`config.mk`:
```
export PLATFORM = sky130hd
export DESIGN_NAME = vme_master_addr_map
export DESIGN_NICKNAME = d
export VERILOG_FILES = /design/src/rtl/vmap_pkg.sv /design/src/rtl/vmap_ctl_reg.sv /design/src/rtl/vmap_decode.sv /design/src/rtl/vmap_out_stage.sv /design/src/rtl/vme_master_addr_map.sv
export SDC_FILE = /design/constraint.sdc
export NUM_CORES = 1
export LEC_CHECK = 0
export BUFFER_PORTS_ARGS = -buffer_cell sky130_fd_sc_hd__buf_2
export CAP_MARGIN = 5
export CORE_MARGIN = 1
export CORE_UTILIZATION = 39
export CTS_CLUSTER_SIZE = 24
export DETAILED_ROUTE_END_ITERATION = 10
export GPL_ROUTABILITY_DRIVEN = 0
export PLACE_DENSITY = 0.84
export RECOVER_POWER = 25
export SLEW_MARGIN = 25
export SYNTH_ARGS = -nofsm -noshare
export SYNTH_HDL_FRONTEND = slang
export SYNTH_SLANG_ARGS = --single-unit
```
`constraint.sdc`:
```
create_clock -name clk -period 1.4 [get_ports clk]
set_input_delay 0.14 -clock clk [delete_from_list [all_inputs] [get_ports clk]]
set_output_delay 0.14 -clock clk [all_outputs]
set_load 0.01 [all_outputs]
```
`src/rtl/vmap_pkg.sv`:
```
// Package: shared widths, codes and the decoded-result type for the
// VME master address mapper. Assumes a 32-bit local and VME address space.
package vmap_pkg;
    localparam int VM_AW       = 32;   // address width
    localparam int VM_SHORT_W  = 16;   // width of the short-region offset
    localparam int VM_AM_W     = 6;    // address modifier width

    localparam logic [VM_AM_W-1:0] AM_LONG_DATA = 6'h09;
    localparam logic [VM_AM_W-1:0] AM_SHORT     = 6'h29;

    typedef enum logic [1:0] {
        WID_NONE = 2'b00,
        WID_D16  = 2'b01,
        WID_D32  = 2'b10
    } wid_e;

    typedef struct packed {
        logic               hit;
        logic [VM_AW-1:0]   addr;
        logic [VM_AM_W-1:0] am;
        wid_e               wid;
    } vmap_res_t;
endpackage

```
`src/rtl/vmap_ctl_reg.sv`:
```
// Control register for the mapper: page bit and short-region disable bit.
// Assumes a synchronous active-low reset that clears both bits.
module vmap_ctl_reg (
    input  logic clk,
    input  logic rst_n,
    input  logic we,
    input  logic page_d,
    input  logic sdis_d,
    output logic page_q,
    output logic sdis_q
);
    // Hold the two settings; load both on a write strobe.
    always_ff @(posedge clk) begin
        if (!rst_n) begin
            page_q <= 1'b0;
            sdis_q <= 1'b0;
        end else if (we) begin
            page_q <= page_d;
            sdis_q <= sdis_d;
        end
    end

    // first cycle out of reset sees cleared settings
    p_ctl_cleared_r1: assert property (@(posedge clk) disable iff (!rst_n)
        $past(!rst_n) |-> (!page_q && !sdis_q));

    // bits change only after a write strobe
    p_ctl_hold_r8: assert property (@(posedge clk) disable iff (!rst_n)
        (!we && $past(rst_n)) |=> ($stable(page_q) && $stable(sdis_q)));
endmodule

```
`src/rtl/vmap_decode.sv`:
```
// Combinational decode of one local address into VME address, modifier,
// width and hit. Assumes the window is the upper half of the local map and
// the short region is the topmost 2**SHORT_W bytes.
module vmap_decode
    import vmap_pkg::*;
#(
    parameter int AW      = VM_AW,
    parameter int SHORT_W = VM_SHORT_W
) (
    input  logic [AW-1:0] addr,
    input  logic          page,
    input  logic          sdis,
    output vmap_res_t     res
);
    localparam int TOP_W = AW - SHORT_W;

    logic in_win;
    logic top_ones;
    logic in_short;

    // Classify the address against window and short region.
    always_comb begin
        in_win   = addr[AW-1];
        top_ones = &addr[AW-1:SHORT_W];
        in_short = in_win && top_ones && !sdis;
    end

    // Build the mapped result for the selected region.
    always_comb begin
        res = '0;
        if (in_short) begin
            res.hit  = 1'b1;
            res.addr = {{TOP_W{1'b1}}, addr[SHORT_W-1:0]};
            res.am   = AM_SHORT;
            res.wid  = WID_D16;
        end else if (in_win) begin
            res.hit  = 1'b1;
            res.addr = {page, addr[AW-2:0]};
            res.am   = AM_LONG_DATA;
            res.wid  = WID_D32;
        end
    end
endmodule

```
`src/rtl/vmap_out_stage.sv`:
```
// Output register for the mapper: captures one decoded result per request
// and clears everything in cycles without a request.
module vmap_out_stage
    import vmap_pkg::*;
(
    input  logic      clk,
    input  logic      rst_n,
    input  logic      in_valid,
    input  vmap_res_t in_res,
    output logic      out_valid,
    output vmap_res_t out_res
);
    // Register the result, or zeros when idle or in reset.
    always_ff @(posedge clk) begin
        if (!rst_n || !in_valid) begin
            out_valid <= 1'b0;
            out_res   <= '0;
        end else begin
            out_valid <= 1'b1;
            out_res   <= in_res;
        end
    end

    // idle output carries no stale data
    p_idle_zero_r7: assert property (@(posedge clk) disable iff (!rst_n)
        !out_valid |-> (out_res == '0));
endmodule

```
`src/rtl/vme_master_addr_map.sv`:
```
// Top: local-to-VME master address mapper. One registered stage; the
// control register feeds the decode, whose result is registered once.
module vme_master_addr_map
    import vmap_pkg::*;
(
    input  logic        clk,
    input  logic        rst_n,
    input  logic        ctl_we,
    input  logic        ctl_page,
    input  logic        ctl_short_dis,
    input  logic        req_valid,
    input  logic [31:0] req_addr,
    output logic        out_valid,
    output logic [31:0] vme_addr,
    output logic [5:0]  vme_am,
    output logic [1:0]  vme_wid,
    output logic        vme_hit
);
    logic      page_q;
    logic      sdis_q;
    vmap_res_t dec_res;
    vmap_res_t reg_res;

    vmap_ctl_reg u_ctl (
        .clk    (clk),
        .rst_n  (rst_n),
        .we     (ctl_we),
        .page_d (ctl_page),
        .sdis_d (ctl_short_dis),
        .page_q (page_q),
        .sdis_q (sdis_q)
    );

    vmap_decode #(.AW(VM_AW), .SHORT_W(VM_SHORT_W)) u_dec (
        .addr (req_addr),
        .page (page_q),
        .sdis (sdis_q),
        .res  (dec_res)
    );

    vmap_out_stage u_out (
        .clk       (clk),
        .rst_n     (rst_n),
        .in_valid  (req_valid),
        .in_res    (dec_res),
        .out_valid (out_valid),
        .out_res   (reg_res)
    );

    // Unpack the registered result onto the ports.
    always_comb begin
        vme_hit  = reg_res.hit;
        vme_addr = reg_res.addr;
        vme_am   = reg_res.am;
        vme_wid  = reg_res.wid;
    end

    // one-cycle latency
    p_latency_r7: assert property (@(posedge clk) disable iff (!rst_n)
        req_valid |=> out_valid);

    // lower half never hits
    p_miss_r2: assert property (@(posedge clk) disable iff (!rst_n)
        (req_valid && !req_addr[31]) |=> (out_valid && !vme_hit && vme_am == 6'h00));

    // low offset always passes through for window addresses
    p_low_lane_r3: assert property (@(posedge clk) disable iff (!rst_n)
        (req_valid && req_addr[31]) |=> (vme_hit && vme_addr[15:0] == $past(req_addr[15:0])));

    // outside the top 64 KB, bit 31 comes from the page bit
    p_page_bit_r4: assert property (@(posedge clk) disable iff (!rst_n)
        (req_valid && req_addr[31] && !(&req_addr[31:16])) |=> (vme_addr[31] == $past(page_q)));

    // short modifier implies forced-high upper bits and 16-bit width
    p_short_shape_r5: assert property (@(posedge clk) disable iff (!rst_n)
        (out_valid && vme_am == AM_SHORT) |-> (vme_addr[31:16] == 16'hFFFF && vme_wid == WID_D16));

    // with the region disabled no short modifier is issued
    p_no_short_r6: assert property (@(posedge clk) disable iff (!rst_n)
        (req_valid && sdis_q) |=> (vme_am != AM_SHORT));
endmodule

```
==> flow_metrics.tcl <==
set metrics [dict create \
    antenna_found_initial 0 \
    skew_ps 3.82 \
    drv_cap 0 \
    rows 19 \
    ys_seq_elements 38 \
    final_layout_size_suffix_gt1_share_pct 44.2 \
    drt-initial-drc-count 15 \
    holdWs_ps 22.2 \
    cp-end-kind "register" \
    io_buffer_count 76 \
    dp_cells 201 \
    ys_types 20 \
    worstPathArrival_ps 1500 \
    layout_common_cells "75 x buf_2, 38 x dfxtp_1, 22 x and2_1" \
    hold_violations 0 \
    place_hpwl_um 1840 \
    clk_pin_slew_ps 100 \
    rsz0062_at_grt "false" \
    cts.sink_count 38 \
    drc_errors 0 \
    drv_slew 0 \
    avgSynthCellArea_um2 11.7 \
    ys_seq_area_share_pct 65.7 \
    period_share_pct 90.2 \
    gr-usage-met2_pct 34.6 \
    hp-class "in2reg" \
    layout_commonest_cell "buf_2" \
    grt_util_met3_pct 10.1 \
    tritoncts "done" \
    fmax_mhz 792 \
    synthCells 99 \
    clk_latency_ps 330 \
    core_area_mm2 0.00278 \
    vdd_drop_max_mv 0.967 \
    fin_cells 221 \
    critical_path_class "reg2reg" \
    grt_busiest_layer "met2" \
    fin_setup_tns_ps 0 \
    wl_per_cell_um 12.1 \
    grt_max_degree 25 \
    dieArea_mm2 0.00319 \
    syn_area_mm2 0.00116 \
    min_period_ps 1260 \
    leakagePower_nw 0.898 \
    grt_pass1_vias 976 \
    yosysWarnings 0 \
    cts_made_buffers 5 \
    die_x_um 56.5 \
    status "finished, final reports clean" \
    setup_viol 0 \
    fillers 236 \
    dpl_cell_area_mm2 0.00154 \
    die_y_um 56.5 \
    dr.pass1.iters 6 \
    area_growth_pct 47.2 \
    power.density_mw_per_mm2 1060 \
    grt.overflow.total 0 \
    crit_required_ps 1630 \
    cts_buffer_depth 2 \
    start_util_pct 41.6 \
    gr-usage-met1_pct 14.7 \
    grt_usage_pct 18.6 \
    vias 969 \
    cts_resized 0 \
    synth-edff-count 0 \
    worst_pin_slew_ps 729 \
    antenna_cells 0 \
    routed_wl_um 2670 \
    final_nets 228 \
    clk_root_buffer_cell "clkbuf_4" \
    cp-start-kind "register" \
    path_max_fanout 3 \
    vias_per_cell 4.38 \
    synthFlopType "dfxtp_1" \
    grt_pass1_wl_um 4260 \
    slew_headroom_pct 51.4 \
    final_antenna_net_count 0 \
    synthArstFlopShare_pct 0 \
    htree_levels 2 \
    ioPinCount 80 \
    final_cell_area_mm2 0.00170 \
]
cells by family after synthesis:
group                  after synthesis  synth area share (%)
AND/OR/NAND/NOR                     46                  25.2
flip-flops                          38                  65.7
buffers and inverters               10                  5.84
AO/OA/AOI/OAI                        2                  1.19
multiplexers                         2                  1.73
other                                1                 0.324
metrics by stage:
step	total power, mW	utilization [%]	setup slack (ps)
2_1_floorplan	1.21	-	194
3_3_place_gp	1.29	55.2	171
3_5_place_dp	1.30	55.2	145
4_1_cts	1.83	61.6	128
5_1_grt	1.89	61.3	93.6
6_report	1.80	61.3	137
power by group:
part / internal, mW / switching, mW / leakage (nW)
combinational: 0.100 / 0.0784 / 0.557
clock: 0.180 / 0.325 / 0.0308
sequential: 1.11 / 0.00842 / 0.310
total: 1.39 / 0.412 / 0.898
flip-flops by register name (all words and copies together) (netlist names):
signal           flops
u_ctl.sdis_q         1
u_out.out_valid      1
u_ctl.page_q         1
u_out.out_res       35
path summary, 6_finish.rpt:
path                            cells past startpoint          from  slack [ps]           endpoint
worst max-delay path                                3  u_ctl.sdis_q         140   u_out.out_res[1]
worst min-delay path                                2  req_addr[26]          20  u_out.out_res[34]
worst max register to register                      3  u_ctl.sdis_q         140   u_out.out_res[1]
worst min register to register                      2  u_ctl.page_q         510  u_out.out_res[39]
cells in the mapped netlist (2+ instances only):
| master | count | area (µm²) |
|---|---|---|
| nor2_1 | 2 | 7.51 |
| mux2i_1 | 2 | 20.0 |
| buf_4 | 6 | 45.0 |
| and2_1 | 30 | 188 |
| nor2b_1 | 2 | 12.5 |
| clkbuf_1 | 2 | 7.51 |
| and3_1 | 2 | 12.5 |
| nand4_1 | 3 | 18.8 |
| nand2_1 | 2 | 7.51 |
| dfxtp_1 | 38 | 761 |
cell type report:
cell class | count | area [µm²] | share of cell area, %
sequential | 38 | 761 | 44.6
timing repair buffer | 91 | 517 | 30.3
multi-input combinational | 53 | 337 | 19.8
tap | 31 | 38.8 | 2.28
clock buffer | 5 | 37.5 | 2.20
clock inverter | 2 | 10.0 | 0.587
inverter | 1 | 3.75 | 0.220
what timing repair did:
item | in CTS | in global routing
endpoints found under the hold margin | 13 | 0
hold buffers | 13 | 0
buffers inserted | 0 | 0
per-layer routing:
| metal | vias up | routed length, µm |
|---|---|---|
| met3 | 10 | 280 |
| li1 | 487 | - |
| met5 | - | 0 |
| met2 | 54 | 1410 |
| met4 | 0 | 91 |
| met1 | 418 | 885 |
worst max-delay path, cell delays in order (launching register included):
cell	delay, ps
dfxtp_1	320
nand4b_1	170
or3_4	380
o31a_1	290
No activity file was read; power rests on OpenSTA's default activity.
